[config.mk]
export PLATFORM = sky130hd
export DESIGN_NAME = rtc_calendar_core
export DESIGN_NICKNAME = d
export VERILOG_FILES = /design/src/rtl/rtc_pkg.sv /design/src/rtl/rtc_month_len.sv /design/src/rtl/rtc_bcd_cnt.sv /design/src/rtl/rtc_hour_cnt.sv /design/src/rtl/rtc_calendar_core.sv
export SDC_FILE = /design/constraint.sdc
export NUM_CORES = 1
export LEC_CHECK = 0
export ABC_CLOCK_PERIOD_IN_PS = 5300
export CAP_MARGIN = 20
export CORE_UTILIZATION = 55
export CTS_BUF_LIST = sky130_fd_sc_hd__clkbuf_8
export CTS_CLUSTER_SIZE = 30
export DETAILED_ROUTE_END_ITERATION = 10
export GPL_TIMING_DRIVEN = 0
export HOLD_SLACK_MARGIN = 0.06
export PLACE_DENSITY = 0.76
export SETUP_SLACK_MARGIN = 0.2
export SLEW_MARGIN = 10
export SYNTH_ARGS = -nofsm -noshare
export SYNTH_HDL_FRONTEND = slang
export SYNTH_HIERARCHICAL = 1
export SYNTH_SLANG_ARGS = --single-unit
[constraint.sdc]
create_clock -name clk_i -period 5.3 [get_ports clk_i]
set_input_delay 0.53 -clock clk_i [delete_from_list [all_inputs] [get_ports clk_i]]
set_output_delay 0.53 -clock clk_i [all_outputs]
set_load 0.01 [all_outputs]
[src/rtl/rtc_pkg.sv]
package rtc_pkg;
  localparam int unsigned FIELD_W = 8;
  localparam int unsigned NFIELD  = 8;
  localparam int unsigned SEL_W   = $clog2(NFIELD);

  localparam int unsigned FLD_HUND = 0;
  localparam int unsigned FLD_SEC  = 1;
  localparam int unsigned FLD_MIN  = 2;
  localparam int unsigned FLD_HOUR = 3;
  localparam int unsigned FLD_DOW  = 4;
  localparam int unsigned FLD_DATE = 5;
  localparam int unsigned FLD_MON  = 6;
  localparam int unsigned FLD_YEAR = 7;

  function automatic logic [FIELD_W-1:0] bcd_inc(input logic [FIELD_W-1:0] v);
    if (v[3:0] >= 4'd9) bcd_inc = {v[7:4] + 4'd1, 4'd0};
    else                bcd_inc = {v[7:4], v[3:0] + 4'd1};
  endfunction

  function automatic logic [FIELD_W-1:0] fld_lo(input int unsigned f);
    fld_lo = (f == FLD_DOW || f == FLD_DATE || f == FLD_MON) ? 8'h01 : 8'h00;
  endfunction

  function automatic logic [FIELD_W-1:0] fld_hi(input int unsigned f);
    case (f)
      FLD_SEC, FLD_MIN: fld_hi = 8'h59;
      FLD_DOW:          fld_hi = 8'h07;
      FLD_DATE:         fld_hi = 8'h31;
      FLD_MON:          fld_hi = 8'h12;
      default:          fld_hi = 8'h99;
    endcase
  endfunction
endpackage

[src/rtl/rtc_month_len.sv]
module rtc_month_len
  import rtc_pkg::*;
(
  input  logic [FIELD_W-1:0] month_i,
  input  logic [FIELD_W-1:0] year_i,
  output logic [FIELD_W-1:0] last_date_o
);
  logic [1:0] mod4;
  logic       leap;

  // (10t + u) mod 4 == (2t + u) mod 4
  assign mod4 = {year_i[4], 1'b0} + year_i[1:0];
  assign leap = (mod4 == 2'd0);

  always_comb begin
    case (month_i)
      8'h02:                      last_date_o = leap ? 8'h29 : 8'h28;
      8'h04, 8'h06, 8'h09, 8'h11: last_date_o = 8'h30;
      default:                    last_date_o = 8'h31;
    endcase
  end
endmodule

[src/rtl/rtc_bcd_cnt.sv]
module rtc_bcd_cnt
  import rtc_pkg::*;
#(
  parameter logic [FIELD_W-1:0] LO = 8'h00
) (
  input  logic               clk_i,
  input  logic               rst_ni,
  input  logic               inc_i,
  input  logic               load_i,
  input  logic [FIELD_W-1:0] load_val_i,
  input  logic [FIELD_W-1:0] hi_i,
  output logic [FIELD_W-1:0] val_o,
  output logic               wrap_o
);
  logic [FIELD_W-1:0] val_q;
  logic               at_top;

  assign at_top = (val_q >= hi_i);
  assign wrap_o = inc_i & at_top;
  assign val_o  = val_q;

  always_ff @(posedge clk_i or negedge rst_ni) begin
    if (!rst_ni)     val_q <= LO;
    else if (load_i) val_q <= load_val_i;
    else if (inc_i)  val_q <= at_top ? LO : bcd_inc(val_q);
  end


  wrap_chk: assert property (@(posedge clk_i) disable iff (!rst_ni)
    inc_i && !load_i && (val_q >= hi_i) |=> val_q == LO);


  hold_chk: assert property (@(posedge clk_i) disable iff (!rst_ni)
    !inc_i && !load_i |=> $stable(val_q));
endmodule

[src/rtl/rtc_hour_cnt.sv]
module rtc_hour_cnt
  import rtc_pkg::*;
(
  input  logic               clk_i,
  input  logic               rst_ni,
  input  logic               inc_i,
  input  logic               load_i,
  input  logic [FIELD_W-1:0] load_val_i,
  output logic [FIELD_W-1:0] val_o,
  output logic               day_o
);
  logic [FIELD_W-1:0] hr_q, hr_d;
  logic               mode12, pm;
  logic               midnight;

  assign mode12 = hr_q[6];
  assign pm     = hr_q[5];

  always_comb begin
    hr_d     = hr_q;
    midnight = 1'b0;
    if (!mode12) begin
      if (hr_q[5:0] >= 6'h23) begin
        hr_d     = 8'h00;
        midnight = 1'b1;
      end else begin
        hr_d = {2'b00, bcd_inc({2'b00, hr_q[5:0]})[5:0]};
      end
    end else begin
      if (hr_q[4:0] >= 5'h12) begin
        hr_d = {2'b01, pm, 5'h01};
      end else if (hr_q[4:0] == 5'h11) begin
        hr_d     = {2'b01, ~pm, 5'h12};
        midnight = pm;
      end else begin
        hr_d = {2'b01, pm, bcd_inc({3'b000, hr_q[4:0]})[4:0]};
      end
    end
  end

  assign day_o = inc_i & midnight;
  assign val_o = hr_q;

  always_ff @(posedge clk_i or negedge rst_ni) begin
    if (!rst_ni)     hr_q <= '0;
    else if (load_i) hr_q <= {1'b0, load_val_i[6:0]};
    else if (inc_i)  hr_q <= hr_d;
  end


  pm_flip_chk: assert property (@(posedge clk_i) disable iff (!rst_ni)
    inc_i && !load_i && hr_q[6] && hr_q[4:0] == 5'h11 |=> hr_q[5] != $past(hr_q[5]));


  h24_wrap_chk: assert property (@(posedge clk_i) disable iff (!rst_ni)
    inc_i && !load_i && !hr_q[6] && hr_q[5:0] == 6'h23 |=> hr_q == 8'h00);
endmodule

[src/rtl/rtc_calendar_core.sv]
module rtc_calendar_core
  import rtc_pkg::*;
(
  input  logic               clk_i,
  input  logic               rst_ni,
  input  logic               tick_i,
  input  logic               wr_en_i,
  input  logic [SEL_W-1:0]   wr_sel_i,
  input  logic [FIELD_W-1:0] wr_data_i,
  input  logic [SEL_W-1:0]   rd_sel_i,
  output logic [FIELD_W-1:0] rd_data_o
);
  logic [FIELD_W-1:0] vals [NFIELD];
  logic [NFIELD-1:0]  inc, wrap, load;
  logic [FIELD_W-1:0] last_date;

  // write wins over tick
  assign inc[FLD_HUND] = tick_i & ~wr_en_i;
  assign inc[FLD_SEC]  = wrap[FLD_HUND];
  assign inc[FLD_MIN]  = wrap[FLD_SEC];
  assign inc[FLD_HOUR] = wrap[FLD_MIN];
  assign inc[FLD_DOW]  = wrap[FLD_HOUR];
  assign inc[FLD_DATE] = wrap[FLD_HOUR];
  assign inc[FLD_MON]  = wrap[FLD_DATE];
  assign inc[FLD_YEAR] = wrap[FLD_MON];

  rtc_month_len u_mlen (
    .month_i    (vals[FLD_MON]),
    .year_i     (vals[FLD_YEAR]),
    .last_date_o(last_date)
  );

  for (genvar g = 0; g < NFIELD; g++) begin : g_fld
    if (g == FLD_HUND) begin : g_hund
      assign load[g] = wr_en_i;
    end else begin : g_other
      assign load[g] = wr_en_i && (wr_sel_i == SEL_W'(g));
    end

    if (g == FLD_HOUR) begin : g_hour
      rtc_hour_cnt u_hour (
        .clk_i     (clk_i),
        .rst_ni    (rst_ni),
        .inc_i     (inc[g]),
        .load_i    (load[g]),
        .load_val_i(wr_data_i),
        .val_o     (vals[g]),
        .day_o     (wrap[g])
      );
    end else begin : g_cnt
      logic [FIELD_W-1:0] hi, ld_val;
      assign hi     = (g == FLD_DATE) ? last_date : fld_hi(g);
      assign ld_val = (g == FLD_HUND) ? '0 : wr_data_i;
      rtc_bcd_cnt #(.LO(fld_lo(g))) u_cnt (
        .clk_i     (clk_i),
        .rst_ni    (rst_ni),
        .inc_i     (inc[g]),
        .load_i    (load[g]),
        .load_val_i(ld_val),
        .hi_i      (hi),
        .val_o     (vals[g]),
        .wrap_o    (wrap[g])
      );
    end
  end

  assign rd_data_o = vals[rd_sel_i];


  wr_clr_chk: assert property (@(posedge clk_i) disable iff (!rst_ni)
    wr_en_i |=> vals[FLD_HUND] == 8'h00);


  dow_mid_chk: assert property (@(posedge clk_i) disable iff (!rst_ni)
    wrap[FLD_DOW] |-> wrap[FLD_HOUR]);


  mon_step_chk: assert property (@(posedge clk_i) disable iff (!rst_ni)
    wrap[FLD_DATE] && !wr_en_i |=> vals[FLD_DATE] == 8'h01);
endmodule

* After elaboration in Yosys (flattened, before gate mapping)
Index checks and enable logic that the tools add are counted.
** Cells by class
- Add/subtract/negate cells :: 18
- Magnitude comparators :: 18
- Eq/ne operators :: 16
- Multiplexer cells :: 45
- Bitwise gates (word level) :: 10
- Reductions and logical operators :: 34
** Operators with widths (number)
- 8-bit 2-to-1 mux :: 34
- 4-bit by 1-bit adder with 4-bit output (second input constant) :: 15
- 4-bit >= comparator (second input constant) :: 9
- 8-bit binary-select mux with 3-bit select :: 1
- 3-bit nonzero test :: 7
- 6-bit 2-to-1 mux :: 3
- 8-bit by 3-bit equality test with 1-bit output (second input constant) :: 2
- 8-bit by 7-bit >= comparator with 1-bit output (second input constant) :: 2
- 8-bit >= comparator (second input constant) :: 2
- 8-bit case mux with 2 select lines :: 1
- 2-bit nonzero test :: 8
- 2-bit AND reduction :: 7
- 3-bit equality test (second input constant) :: 4
- 8-bit by 2-bit equality test with 1-bit output (second input constant) :: 1
- 8-bit by 4-bit equality test with 1-bit output (second input constant) :: 1
- 8-bit by 5-bit equality test with 1-bit output (second input constant) :: 1
- 8-bit by 3-bit >= comparator with 1-bit output (second input constant) :: 1
- 8-bit by 5-bit >= comparator with 1-bit output (second input constant) :: 1
- 8-bit >= comparator :: 1
- 1-bit AND :: 7
- 1-bit logical AND :: 7
- 3-bit by 2-bit equality test with 1-bit output (second input constant) :: 2
- 6-bit >= comparator (second input constant) :: 1
- 3-bit by 2-bit inequality test with 1-bit output (second input constant) :: 2
- other kinds (16) :: 21
** Storage, ports and cells
- Register bits after elaboration :: 64
- Input port bits :: 18
- Output and inout bits :: 8

* Longest topological paths before layout
- Depth after elaboration :: 10
- Depth in mapped cells :: 22

* By module
The synthesis kept the hierarchy.
** By module, submodules not included
- rtc_bcd_cnt (g_fld[0].g_cnt.u_cnt ...) :: instances 4, cells each 92, area an instance 793.3 um^2, sequential area each 200.2 um^2
- rtc_bcd_cnt (g_fld[4].g_cnt.u_cnt ...) :: instances 3, cells each 94, area an instance 813.3 um^2, sequential area each 201.4 um^2
- rtc_hour_cnt :: instances 1, cells each 86, area an instance 709.4 um^2, sequential area each 175.2 um^2
- rtc_calendar_core :: instances 1, cells each 44, area an instance 618.1 um^2, sequential area each 0.0 um^2
- rtc_month_len :: instances 1, cells each 22, area an instance 160.2 um^2, sequential area each 0.0 um^2

* Least setup slack after synthesis
No wires, ideal clock.
- Path type :: reg-to-reg
- From :: register g_fld[0].g_cnt.u_cnt.val_q[0]
- To :: register g_fld[7].g_cnt.u_cnt.val_q[3]
- Library setup time :: 65 ps
- Arrival :: 5339 ps
- Data required time :: 5235 ps
- Path slack :: -104 ps
- Stages on the path, launching flop included :: 23
- Cells stage by stage :: dfrtp_1 > inv_1 > ha_1 > nand2b_1 > a21oi_2 > or3_2 > a21oi_1 > inv_1 > a21oi_1 > inv_1 > a21oi_1 > inv_1 > nor2_1 > clkbuf_1 > inv_1 > a21oi_1 > clkbuf_1 > inv_1 > a21oi_1 > inv_1 > or4_1 > a21oi_1 > a211o_1
** On the way
- Longest elaborated chain between the ends :: 8
** RTL lines
- start, declared :: line rtc_bcd_cnt.sv:15 : logic [FIELD_W-1:0] val_q;
- start signal, assigned :: line rtc_bcd_cnt.sv:24 : else if (load_i) val_q <= load_val_i;
- start signal, assigned :: line rtc_bcd_cnt.sv:25 : else if (inc_i) val_q <= at_top ? LO : bcd_inc(val_q);
- 8-bit >= comparator :: line rtc_bcd_cnt.sv:18 : assign at_top = (val_q >= hi_i);
- 1-bit AND :: line rtc_bcd_cnt.sv:19 : assign wrap_o = inc_i & at_top;
- via inc[1] :: line rtc_calendar_core.sv:14 : logic [NFIELD-1:0] inc, wrap, load;
- 1-bit AND :: line rtc_bcd_cnt.sv:19
- via inc[2] :: line rtc_calendar_core.sv:14
- 1-bit AND :: line rtc_bcd_cnt.sv:19
- via inc[3] :: line rtc_calendar_core.sv:14
- 1-bit AND :: line rtc_hour_cnt.sv:41 : assign day_o = inc_i & midnight;
- via inc[4] :: line rtc_calendar_core.sv:14
- 1-bit AND :: line rtc_bcd_cnt.sv:19
- via inc[6] :: line rtc_calendar_core.sv:14
- 1-bit AND :: line rtc_bcd_cnt.sv:19
- via inc[7] :: line rtc_calendar_core.sv:14
- 2-bit nonzero test (no line)
- end signal, assigned :: line rtc_bcd_cnt.sv:24
- end signal, assigned :: line rtc_bcd_cnt.sv:25
- end, declared :: line rtc_bcd_cnt.sv:15
The timed path passes the listed nets, and every way through them passes these cells.
A chain may end at the register's enable or synchronous reset.

* Worst setup path in the final report
Same ends and word-level chain as after synthesis.

==> results by group <==
Layout
  – Antenna cells: 0
  – Final core utilization: a little under two thirds
  – Share of cells above drive strength 1: 11.8%
  – Area Overhead vs Synth: 13.9%
  – Most common cell after layout, fill and taps aside: inv_1
  – Fillcell total: approximately 1100
  – Most frequent cells in the layout: inv_1, ha_1, a21oi_1
  – Layout Nets: 1006

Detailed routing
  – DRC viols: 0
  – Drt wl/cell: between 15 and 20 µm
  – Vias: 6475
  – Initial DRT Pass Iterations: 5
  – DRT antenna net count: 0
  – Routed WL: 18300 µm
  – DRT iter0 DRCs: 380
  – Via density: approximately 6.0

STA
  – Final clock skew: 0.00871 ns
  – Highest clock rate: 207 MHz
  – Worst slew pin tran: roughly 0.61 ns
  – Setup WS post-layout: 0.463 ns
  – Rel. slew slack: 58.8%
  – Hold Vio Cnt, Final: 0
  – WHS: 0.548 ns
  – Final Setup Violations: 0
  – Fin crit period: 4.84 ns
  – Period utilisation layout: 91.3%
  – RSZ-0062 raised after global routing: no
  – Setup TNS: 0 ns
  – Slew Limit Fails: 0

Power
  – Worst vdd ir: 0.222 mV
  – Clock power share: 14.4%
  – Static Leakage: 3.61 nW
  – Switching pwr: 0.00137 W
  – PwrDens: between 300 and 400 nW/µm²
  – Switch share: 45.8%
  – Power Internal: 0.00162 W
  – Comb pwr share: 52.3%
  – Power share of the sequential group: 33.3%

Clocking
  – Clock-pin slew of the registers on the worst-case setup and hold paths: roughly 0.07 ns
  – TritonCTS clock tree: built
  – Clock sinks: 63
  – Clock Latency Late Sink: between 0.3 and 0.4 ns
  – H-tree Lvls: 3
  – Root buffer cell: clkbuf_8
  – CTS Buffer Depth: 2
  – CTS buffer count: 9

Critical path
  – Critical Path Start Type: flip-flop
  – Kind of critical path: reg -> reg
  – Largest fanout on the critical path: 10
  – Critical Path RT: 5.61 ns
  – Crit path arrival time: a little over 5 ns
  – Worst Setup End Kind: flip-flop

Global routing
  – Met3 GRT Util: 4.76%
  – Total track usage: 29.7%
  – Global route overflow: 0
  – Initial antenna violation count: 0
  – Vias in the first global route: 6006
  – GR Layer Usage met1: 40.6%
  – Met2 Use GR: 47.6%
  – GRT busiest layer: met2
  – First-pass GRT wire length: just over 30000 µm
  – Pin count of the biggest net entering global routing: 52

Floorplanning
  – Initial Util: between 50% and 60%
  – Die height: 116 µm
  – Core footprint: between 10000 and 15000 µm²
  – Num rows: 41
  – Die W: 116 µm
  – Die area: 13300 µm²
  – Ports: 26

Placed design
  – DP HPWL: 13500 µm
  – Pre-CTS setup slack: -1.65 ns
  – Buffers on Ports: 22
  – Gpl congestion: 0.918

Synthesis
  – Yosys Warn Count: 6
  – Synth Area per Inst: 8.86 µm²
  – Syn Inst Count: 800
  – Cell Area, Synth: about 7100 µm²

Run status
  – Status: finished, final reports clean

Job
  – Max_cap viols: 0

Worst hold path
  – Hold crit path type: in -> async
[layout make-up]
class	count	area [µm²]	area share [%]
clock buffers	13	179	2.22
well taps	172	215	2.67
multi-input cells	661	5220	64.7
plain buffers	32	183	2.26
flip-flops and latches	63	1580	19.6
repair buffers	30	300	3.72
clock inverters	3	15.0	0.186
inverters	101	379	4.70
[registers in the layout, summed over array words and instances, names as in the netlist]
| register | flops |
|---|---|
| g_fld.g_cnt.u_cnt/val_o | 56 |
| g_fld.g_hour.u_hour/val_o | 7 |
[per-layer routing]
metal	up-vias	routed length, µm
met2	234	8430
met3	33	1130
met4	0	478
met1	3072	8300
met5	-	0
li1	3136	-
[power groups by stage]
| stage | registers, W | clock network, W | logic, W |
|---|---|---|---|
| after detailed placement | 0.000993 | 0 | 0.00153 |
| after global routing | 0.00102 | 0.000455 | 0.00177 |
| after floorplan | 0.000848 | 0 | 0.00122 |
| final | 0.000998 | 0.000430 | 0.00157 |
| after global placement | 0.000990 | 0 | 0.00149 |
| after CTS | 0.000984 | 0.000439 | 0.00155 |
[critical path, cell delays in order, from the launching register on]
cell and delay, ns:
dfrtp_2 0.46, inv_1 0.09, ha_1 0.27, nand2b_1 0.11, a21oi_2 0.07, or3_2 0.54
a21oi_4 0.20, inv_2 0.12, a21oi_4 0.17, inv_1 0.18, a21oi_4 0.19, inv_1 0.12
nor2_2 0.22, clkbuf_4 0.24, inv_1 0.14, a21oi_1 0.16, clkbuf_4 0.22, inv_1 0.16
a21oi_4 0.21, inv_1 0.16, or4_1 0.48, a21oi_1 0.16, a211o_1 0.11
[through the flow]
stage               instance area [µm²]  cells  total power (W)
CTS                                8040   1071          0.00297
floorplan                          7320    857          0.00207
global placement                   7750   1051          0.00248
finish                             8070   1075          0.00299
detailed placement                 7780   1052          0.00252
global route                       8070   1075          0.00324
[final timing paths]
path	from	to	depth (start not counted)	slack (ns)
max	g_fld[0].g_cnt.u_cnt/val_o[0]$_DFFE_PN0P_	g_fld[7].g_cnt.u_cnt/val_o[3]$_DFFE_PN0P_	22	0.46
min	rst_ni	g_fld[7].g_cnt.u_cnt/val_o[3]$_DFFE_PN0P_	2	0.55
max reg2reg	g_fld[0].g_cnt.u_cnt/val_o[0]$_DFFE_PN0P_	g_fld[7].g_cnt.u_cnt/val_o[3]$_DFFE_PN0P_	22	0.46
min reg2reg	g_fld[1].g_cnt.u_cnt/val_o[6]$_DFFE_PN0P_	g_fld[1].g_cnt.u_cnt/val_o[6]$_DFFE_PN0P_	2	0.63
max in group asynchronous	rst_ni	g_fld[6].g_cnt.u_cnt/val_o[0]$_DFFE_PN1P_	3	4.17
min in group clk_i	g_fld[1].g_cnt.u_cnt/val_o[6]$_DFFE_PN0P_	g_fld[1].g_cnt.u_cnt/val_o[6]$_DFFE_PN0P_	2	0.63
[repair_timing]
action                     in CTS  in global routing
hold buffers                    1                  0
setup endpoints to repair      19                  4
buffers inserted                2                  4
pin swaps                       1                  0
resized for setup              11                  4
hold endpoints to repair       12                  0
No activity file was read; power rests on OpenSTA's default activity.
